## src/rtl/wlsem_pkg.sv

```systemverilog
package wlsem_pkg;

   // classification of an incoming request after the release is applied
   typedef enum logic [1:0] {
      REQ_IDLE  = 2'd0,
      REQ_GRANT = 2'd1,
      REQ_OWNER = 2'd2,
      REQ_WAIT  = 2'd3
   } req_kind_e;

   // per-cycle decision bundle produced by the decision logic
   typedef struct packed {
      logic rel_ok;
      logic pop;
      logic push;
      logic drop;
      logic nxt_locked;
   } sem_step_t;

endpackage

```

## src/rtl/wlsem_fifo.sv

```systemverilog
module wlsem_fifo #(
   parameter int W     = 8,
   parameter int DEPTH = 8
) (
   input  logic         clk,
   input  logic         rst_n,
   input  logic         push,
   input  logic [W-1:0] din,
   input  logic         pop,
   output logic [W-1:0] head,
   output logic         empty,
   output logic         full
);

   localparam int PW = (DEPTH > 1) ? $clog2(DEPTH) : 1;
   localparam int CW = $clog2(DEPTH + 1);
   localparam bit POW2 = ((DEPTH & (DEPTH - 1)) == 0);

   logic [W-1:0]  mem [DEPTH];
   logic [PW-1:0] rd_ptr, wr_ptr, rd_nxt, wr_nxt;
   logic [CW-1:0] cnt;

   generate
      if (DEPTH == 1) begin : g_single
         assign rd_nxt = '0;
         assign wr_nxt = '0;
      end else if (POW2) begin : g_pow2
         assign rd_nxt = rd_ptr + 1'b1;
         assign wr_nxt = wr_ptr + 1'b1;
      end else begin : g_wrap
         assign rd_nxt = (rd_ptr == PW'(DEPTH - 1)) ? '0 : rd_ptr + 1'b1;
         assign wr_nxt = (wr_ptr == PW'(DEPTH - 1)) ? '0 : wr_ptr + 1'b1;
      end
   endgenerate

   assign empty = (cnt == '0);
   assign full  = (cnt == CW'(DEPTH));
   assign head  = mem[rd_ptr];

   always_ff @(posedge clk) begin
      if (push) mem[wr_ptr] <= din;
   end

   always_ff @(posedge clk or negedge rst_n) begin
      if (!rst_n) begin
         rd_ptr <= '0;
         wr_ptr <= '0;
         cnt    <= '0;
      end else begin
         if (push) wr_ptr <= wr_nxt;
         if (pop)  rd_ptr <= rd_nxt;
         case ({push, pop})
            2'b10:   cnt <= cnt + 1'b1;
            2'b01:   cnt <= cnt - 1'b1;
            default: cnt <= cnt;
         endcase
      end
   end

   AST_FIFO_NO_UNDERFLOW: assert property (@(posedge clk) disable iff (!rst_n)
      pop |-> !empty);
   AST_FIFO_NO_OVERRUN: assert property (@(posedge clk) disable iff (!rst_n)
      push |-> (!full || pop));

endmodule

```

## src/rtl/wlsem_decide.sv

```systemverilog
module wlsem_decide
   import wlsem_pkg::*;
#(
   parameter int ID_W = 8
) (
   input  logic            locked,
   input  logic [ID_W-1:0] owner,
   input  logic            req_valid,
   input  logic [ID_W-1:0] req_id,
   input  logic            rel_valid,
   input  logic [ID_W-1:0] rel_id,
   input  logic            q_empty,
   input  logic            q_full,
   input  logic [ID_W-1:0] q_head,
   output sem_step_t       step,
   output logic [ID_W-1:0] nxt_owner
);

   logic            rel_ok, pop, mid_locked;
   logic [ID_W-1:0] mid_owner;
   req_kind_e       kind;

   // release stage: only the owner may release
   assign rel_ok     = rel_valid && locked && (rel_id == owner);
   assign pop        = rel_ok && !q_empty;
   assign mid_locked = locked && !(rel_ok && q_empty);
   assign mid_owner  = pop ? q_head : owner;

   // request stage judged against the post-release state
   always_comb begin
      if (!req_valid)              kind = REQ_IDLE;
      else if (!mid_locked)        kind = REQ_GRANT;
      else if (req_id == mid_owner) kind = REQ_OWNER;
      else                         kind = REQ_WAIT;
   end

   always_comb begin
      step.rel_ok     = rel_ok;
      step.pop        = pop;
      step.push       = (kind == REQ_WAIT) && (!q_full || pop);
      step.drop       = (kind == REQ_WAIT) && q_full && !pop;
      step.nxt_locked = mid_locked || (kind == REQ_GRANT);
      if (kind == REQ_GRANT)  nxt_owner = req_id;
      else if (mid_locked)    nxt_owner = mid_owner;
      else                    nxt_owner = '0;
   end

endmodule

```

## src/rtl/wlsem_route.sv

```systemverilog
module wlsem_route #(
   parameter int ID_W   = 8,
   parameter bit HW_MSB = 1'b1
) (
   input  logic            clk,
   input  logic            rst_n,
   input  logic            fire,
   input  logic [ID_W-1:0] id,
   output logic            cpu_v,
   output logic [ID_W-1:0] cpu_id,
   output logic            hw_v,
   output logic [ID_W-1:0] hw_id,
   output logic            irq
);

   logic to_hw;
   assign to_hw = (id[ID_W-1] == HW_MSB);

   always_ff @(posedge clk or negedge rst_n) begin
      if (!rst_n) begin
         cpu_v  <= 1'b0;
         hw_v   <= 1'b0;
         irq    <= 1'b0;
         cpu_id <= '0;
         hw_id  <= '0;
      end else begin
         cpu_v <= fire && !to_hw;
         hw_v  <= fire && to_hw;
         irq   <= fire && !to_hw;
         if (fire && !to_hw) cpu_id <= id;
         if (fire && to_hw)  hw_id  <= id;
      end
   end

   AST_ROUTE_ONEHOT: assert property (@(posedge clk) disable iff (!rst_n)
      $onehot0({cpu_v, hw_v}));
   AST_CPU_CLASS: assert property (@(posedge clk) disable iff (!rst_n)
      cpu_v |-> (cpu_id[ID_W-1] != HW_MSB));
   AST_HW_CLASS: assert property (@(posedge clk) disable iff (!rst_n)
      hw_v |-> (hw_id[ID_W-1] == HW_MSB));

endmodule

```

## src/rtl/wait_lock_sem.sv

```systemverilog
module wait_lock_sem
   import wlsem_pkg::*;
#(
   parameter int ID_W   = 8,
   parameter int DEPTH  = 8,
   parameter bit HW_MSB = 1'b1
) (
   input  logic            clk,
   input  logic            rst_n,
   input  logic            req_valid,
   input  logic [ID_W-1:0] req_id,
   input  logic            rel_valid,
   input  logic [ID_W-1:0] rel_id,
   output logic            owner_valid,
   output logic [ID_W-1:0] owner_id,
   output logic            cpu_rdy_valid,
   output logic [ID_W-1:0] cpu_rdy_id,
   output logic            hw_rdy_valid,
   output logic [ID_W-1:0] hw_rdy_id,
   output logic            cpu_irq,
   output logic            overflow
);

   generate
      if (ID_W < 2) begin : g_bad_idw
         $error("wait_lock_sem: ID_W must be at least 2");
      end
      if (DEPTH < 1) begin : g_bad_depth
         $error("wait_lock_sem: DEPTH must be at least 1");
      end
   endgenerate

   logic            locked_q, ovf_q;
   logic [ID_W-1:0] owner_q, nxt_owner, q_head;
   logic            q_empty, q_full;
   sem_step_t       step;

   wlsem_decide #(.ID_W(ID_W)) u_decide (
      .locked    (locked_q),
      .owner     (owner_q),
      .req_valid (req_valid),
      .req_id    (req_id),
      .rel_valid (rel_valid),
      .rel_id    (rel_id),
      .q_empty   (q_empty),
      .q_full    (q_full),
      .q_head    (q_head),
      .step      (step),
      .nxt_owner (nxt_owner)
   );

   wlsem_fifo #(.W(ID_W), .DEPTH(DEPTH)) u_waitq (
      .clk   (clk),
      .rst_n (rst_n),
      .push  (step.push),
      .din   (req_id),
      .pop   (step.pop),
      .head  (q_head),
      .empty (q_empty),
      .full  (q_full)
   );

   wlsem_route #(.ID_W(ID_W), .HW_MSB(HW_MSB)) u_route (
      .clk    (clk),
      .rst_n  (rst_n),
      .fire   (step.pop),
      .id     (q_head),
      .cpu_v  (cpu_rdy_valid),
      .cpu_id (cpu_rdy_id),
      .hw_v   (hw_rdy_valid),
      .hw_id  (hw_rdy_id),
      .irq    (cpu_irq)
   );

   always_ff @(posedge clk or negedge rst_n) begin
      if (!rst_n) begin
         locked_q <= 1'b0;
         owner_q  <= '0;
         ovf_q    <= 1'b0;
      end else begin
         locked_q <= step.nxt_locked;
         owner_q  <= nxt_owner;
         if (step.drop) ovf_q <= 1'b1;
      end
   end

   assign owner_valid = locked_q;
   assign owner_id    = owner_q;
   assign overflow    = ovf_q;

   AST_FREE_GRANT: assert property (@(posedge clk) disable iff (!rst_n)
      (!owner_valid && req_valid) |=> (owner_valid && owner_id == $past(req_id)));
   AST_EMPTY_RELEASE: assert property (@(posedge clk) disable iff (!rst_n)
      (owner_valid && rel_valid && rel_id == owner_id && q_empty && !req_valid)
      |=> (!owner_valid && !cpu_rdy_valid && !hw_rdy_valid));
   AST_HANDOFF_OWNER: assert property (@(posedge clk) disable iff (!rst_n)
      (cpu_rdy_valid || hw_rdy_valid) |->
      (owner_valid && owner_id == (cpu_rdy_valid ? cpu_rdy_id : hw_rdy_id)));
   AST_FOREIGN_RELEASE: assert property (@(posedge clk) disable iff (!rst_n)
      (owner_valid && rel_valid && rel_id != owner_id && !req_valid)
      |=> (owner_valid && $stable(owner_id)));
   AST_OVF_STICKY: assert property (@(posedge clk) disable iff (!rst_n)
      overflow |=> overflow);
   AST_IRQ_WITH_CPU: assert property (@(posedge clk) disable iff (!rst_n)
      cpu_irq |-> cpu_rdy_valid);

endmodule

```

## config.mk

```make
export PLATFORM = sky130hd
export DESIGN_NAME = wait_lock_sem
export DESIGN_NICKNAME = d
export VERILOG_FILES = /design/src/rtl/wlsem_pkg.sv /design/src/rtl/wlsem_fifo.sv /design/src/rtl/wlsem_decide.sv /design/src/rtl/wlsem_route.sv /design/src/rtl/wait_lock_sem.sv
export SDC_FILE = /design/constraint.sdc
export NUM_CORES = 1
export LEC_CHECK = 0
export BUFFER_PORTS_ARGS = -buffer_cell sky130_fd_sc_hd__buf_2
export CAP_MARGIN = 20
export CORE_ASPECT_RATIO = 0.5
export CORE_UTILIZATION = 45
export DETAILED_ROUTE_END_ITERATION = 10
export PLACE_DENSITY = 0.72
export SYNTH_ARGS = -nofsm -noshare
export SYNTH_HDL_FRONTEND = slang
export SYNTH_SLANG_ARGS = --single-unit
export TNS_END_PERCENT = 100
```

## constraint.sdc

```tcl
create_clock -name clk -period 4 [get_ports clk]
set_clock_uncertainty 0.15 [all_clocks]
set_input_delay 0.8 -clock clk [delete_from_list [all_inputs] [get_ports clk]]
set_output_delay 0.8 -clock clk [all_outputs]
set_load 0.02 [all_outputs]
```

==> run summary <==
ANT nets after route: 0
Worst Path Max Fanout: 3
Post-synth EDFFs: 64
Largest net degree at the start of global routing: 39
CP Launch Type: primary input
Drt wl/cell: 19.8 um
Largest family of logic cells by synthesized area: multiplexers
Post-Synthesis Cell Area: 4600 um2
Rows: 25
Total core area: 9670 um2
Ys Warns: 0
Crit path cell chain: buf_2, xor2_2, or4_4, and4bb_2, mux2i_4, mux2i_4, o41a_1, nand2b_4, nand2b_4, inv_2, ha_4, a21o_1, a21oi_2, nor3_1, a31oi_1, xnor2_1
Adder-Cell Fraction of Synth Area: 1.52%
Max-cap violations: 0
Post-synthesis sequential area ratio: 62.5%
Die Area: 10600 um2
Reg2Reg Launch Point: owner_id[4]
Prevailing post-synth register cell: edfxtp_1
Flop-to-flop setup slack: 0.19 ns
Avg Inst Size Synth: 14.6 um2
Final Instance Area: 5610 um2
Cts bufs inserted: 9
Mux share of post-synthesis cell area: 12.4%
Hold-critical path depth: 1
Worst r2r path cells: 15
Final worst slack: 0.128 ns
CTS Hold Bufs: 0
Fraction of layout cells with a size suffix above 1: 37.4%
Critical path arrival: 3.99 ns
WHS: 0.322 ns
CP max-delay cell: or4_4
Number of inserted diodes: 0
Global-route wire length before repair: 16400 um
Static leakage: 2.23 nW
Pre-antenna DRT Iters: 5
Synth area leaders: edfxtp_1, dfrtp_1, mux4_2
Slew HR: 43.4%
Tmin final: 3.87 ns
Total gr overflow: 0
Initial antenna violation count: 0
HP Class: flip-flop to flip-flop
Post-synthesis simple-gate area fraction: 10.2%
Pwr/cell area: 593 nW/um2
Area leader, netlist: edfxtp_1
CP Capture Type: flip-flop
Synth Area in XOR/XNOR: 4.19%
Fmax: 258 MHz
Async set or reset register ratio after synthesis: 37.3%
CP required: 4.12 ns
Setup Total Neg Slack: 0 ns
Dpl ws: -0.176 ns
Cell Area, Placed: 5240 um2
Number of port buffers: 48
Hold Vio Cnt, Final: 0
GP Congestion: 0.895
Root Buffer: clkbuf_16
Reg clk slew, reported paths: 0.07 ns
Max Root-Sink Buffers: 2
Final worst path period share: 96.8%
Hold Crit Start: u_route.hw_id[7]
Layout area overhead: 22.0%
Detailed Route WL: 10800 um
Horiz. Die Dim: 145 um
Post-detail-place hpwl: 7920 um
Via count: 2991
WS Path Type: primary input to flip-flop
Vias per cell: 5.50
Initial Utilization: 47.5%
Worst VDD drop: 0.255 mV
Initial DRC Count: 235
Commonest cells post-synth: edfxtp_1, dfrtp_1, o21ai_0
Setup-failing EPs final: 0
Status: finished clean
Worst-Skew Late Latency: 0.35 ns
Worst reg2reg path endpoint: u_waitq.cnt[3]
# IOs: 49
Mapped Cells: 314
Syn_nets: 339
Worst-Margin Slew: 0.849 ns
Slowest stage delay, CP: 0.54 ns
Yosys top cell area share: 41.8%
CTS sink cnt: 102
Die H: 73.5 um
Post-layout net count: 429
Htree depth: 3
GRT Overall Usage: 21.2%
DRC viols: 0
CTS tree: built
Vias in the first global route: 3004
Synth cell types: 49
Area fraction in compound gates after synthesis: 6.67%
Slew Viols, Final: 0
Post-synthesis register bit count: 102
Hold Path End: u_route.hw_id[7]
Count leader, synth: edfxtp_1
layout make-up:
type | count | area [um2]
Fill cell | 747 | 4060
Multi-Input combinational cell | 191 | 1660
Timing Repair Buffer | 92 | 571
Clock buffer | 10 | 250
Sequential cell | 102 | 2880
Tap cell | 135 | 169
Clock inverter | 6 | 53.8
Inverter | 8 | 30.0
how the worst max path moves through the flow:
stage                      startpoint        endpoint  slack (ns)
finish                      rel_id[4]  u_waitq.cnt[3]        0.13
global route                rel_id[4]  u_waitq.cnt[3]    -0.00008
CTS                 u_waitq.rd_ptr[1]  u_waitq.cnt[3]        0.06
detailed placement          rel_id[4]  u_waitq.cnt[3]       -0.18
global placement            rel_id[4]  u_waitq.cnt[3]       -0.04
floorplan                   rel_id[4]  u_waitq.cnt[3]       0.005
metal layers:
| layer | part of all wire [%] | track usage [%] | up-vias |
|---|---|---|---|
| li1 | - | - | 1363 |
| met1 | 45 | 29.3 | 1522 |
| met2 | 48 | 34.1 | 97 |
| met3 | 6.2 | 5.09 | 9 |
| met4 | 0.63 | 5.44 | 0 |
| met5 | 0 | 0 | - |
worst max-delay path: cells and delay by family:
kind,cells,cell delay [ns]
xor gates and xnor gates,2,0.28
AOI/OAI and AO/OA,4,1.00
buffers and inverters,2,0.19
and+or+nand+nor,5,1.16
muxes,2,0.37
adders and majority gates,1,0.19
cell usage in the layout, fill, tap and decap left out, drive strengths merged, types with 3 or more instances in the layout:
| master | netlist | final |
|---|---|---|
| nand3 | 16 | 16 |
| mux2i | 10 | 10 |
| nor3 | 11 | 11 |
| nand2 | 26 | 26 |
| o22ai | 3 | 3 |
| clkbuf | 5 | 11 |
| o21ai | 33 | 33 |
| nor2 | 11 | 11 |
| mux2 | 5 | 5 |
| buf | 8 | 91 |
| edfxtp | 64 | 64 |
| xor2 | 13 | 13 |
| ha | 4 | 4 |
| clkinv | 0 | 4 |
| dfrtp | 38 | 38 |
| xnor2 | 9 | 9 |
| nand4 | 3 | 3 |
| nand2b | 6 | 6 |
| nor4 | 4 | 4 |
| mux4 | 16 | 16 |
| inv | 8 | 10 |
repair_timing:
| action | in CTS | in global routing |
|---|---|---|
| endpoints found under the setup margin | 2 | 1 |
| pin swaps | 0 | 3 |
| resized for setup | 1 | 3 |
| setup buffers | 0 | 6 |
power by group:
part | leakage, nW | internal, W | switching [W]
sequential | 1.07 | 0.00132 | 0.000150
combinational | 1.01 | 0.000431 | 0.000562
clock | 0.151 | 0.000468 | 0.000388
logic make-up after synthesis:
group           after synthesis
flops                       102
compound gates               48
mux                          31
fa+ha+maj                     5
buf+inv                      21
xor+xnor                     22
simple gates                 85
metrics by stage:
stage	cells	power [W]	utilization, %
after global placement	522	0.00240	54.2
after detailed placement	522	0.00246	54.2
final	544	0.00332	58.0
after global routing	544	0.00348	58.0
after floorplan	314	0.00207	-
after CTS	538	0.00332	57.4
sequential cells by signal, summed over array words and instances (netlist names):
name            count
overflow            1
owner_id            8
owner_valid         1
u_route.cpu_id      8
u_route.hw_id       8
u_route.hw_v        1
u_route.irq         1
u_waitq.cnt         4
u_waitq.mem        64
u_waitq.rd_ptr      3
u_waitq.wr_ptr      3
Note: power is estimated with default switching activity, not from simulation.
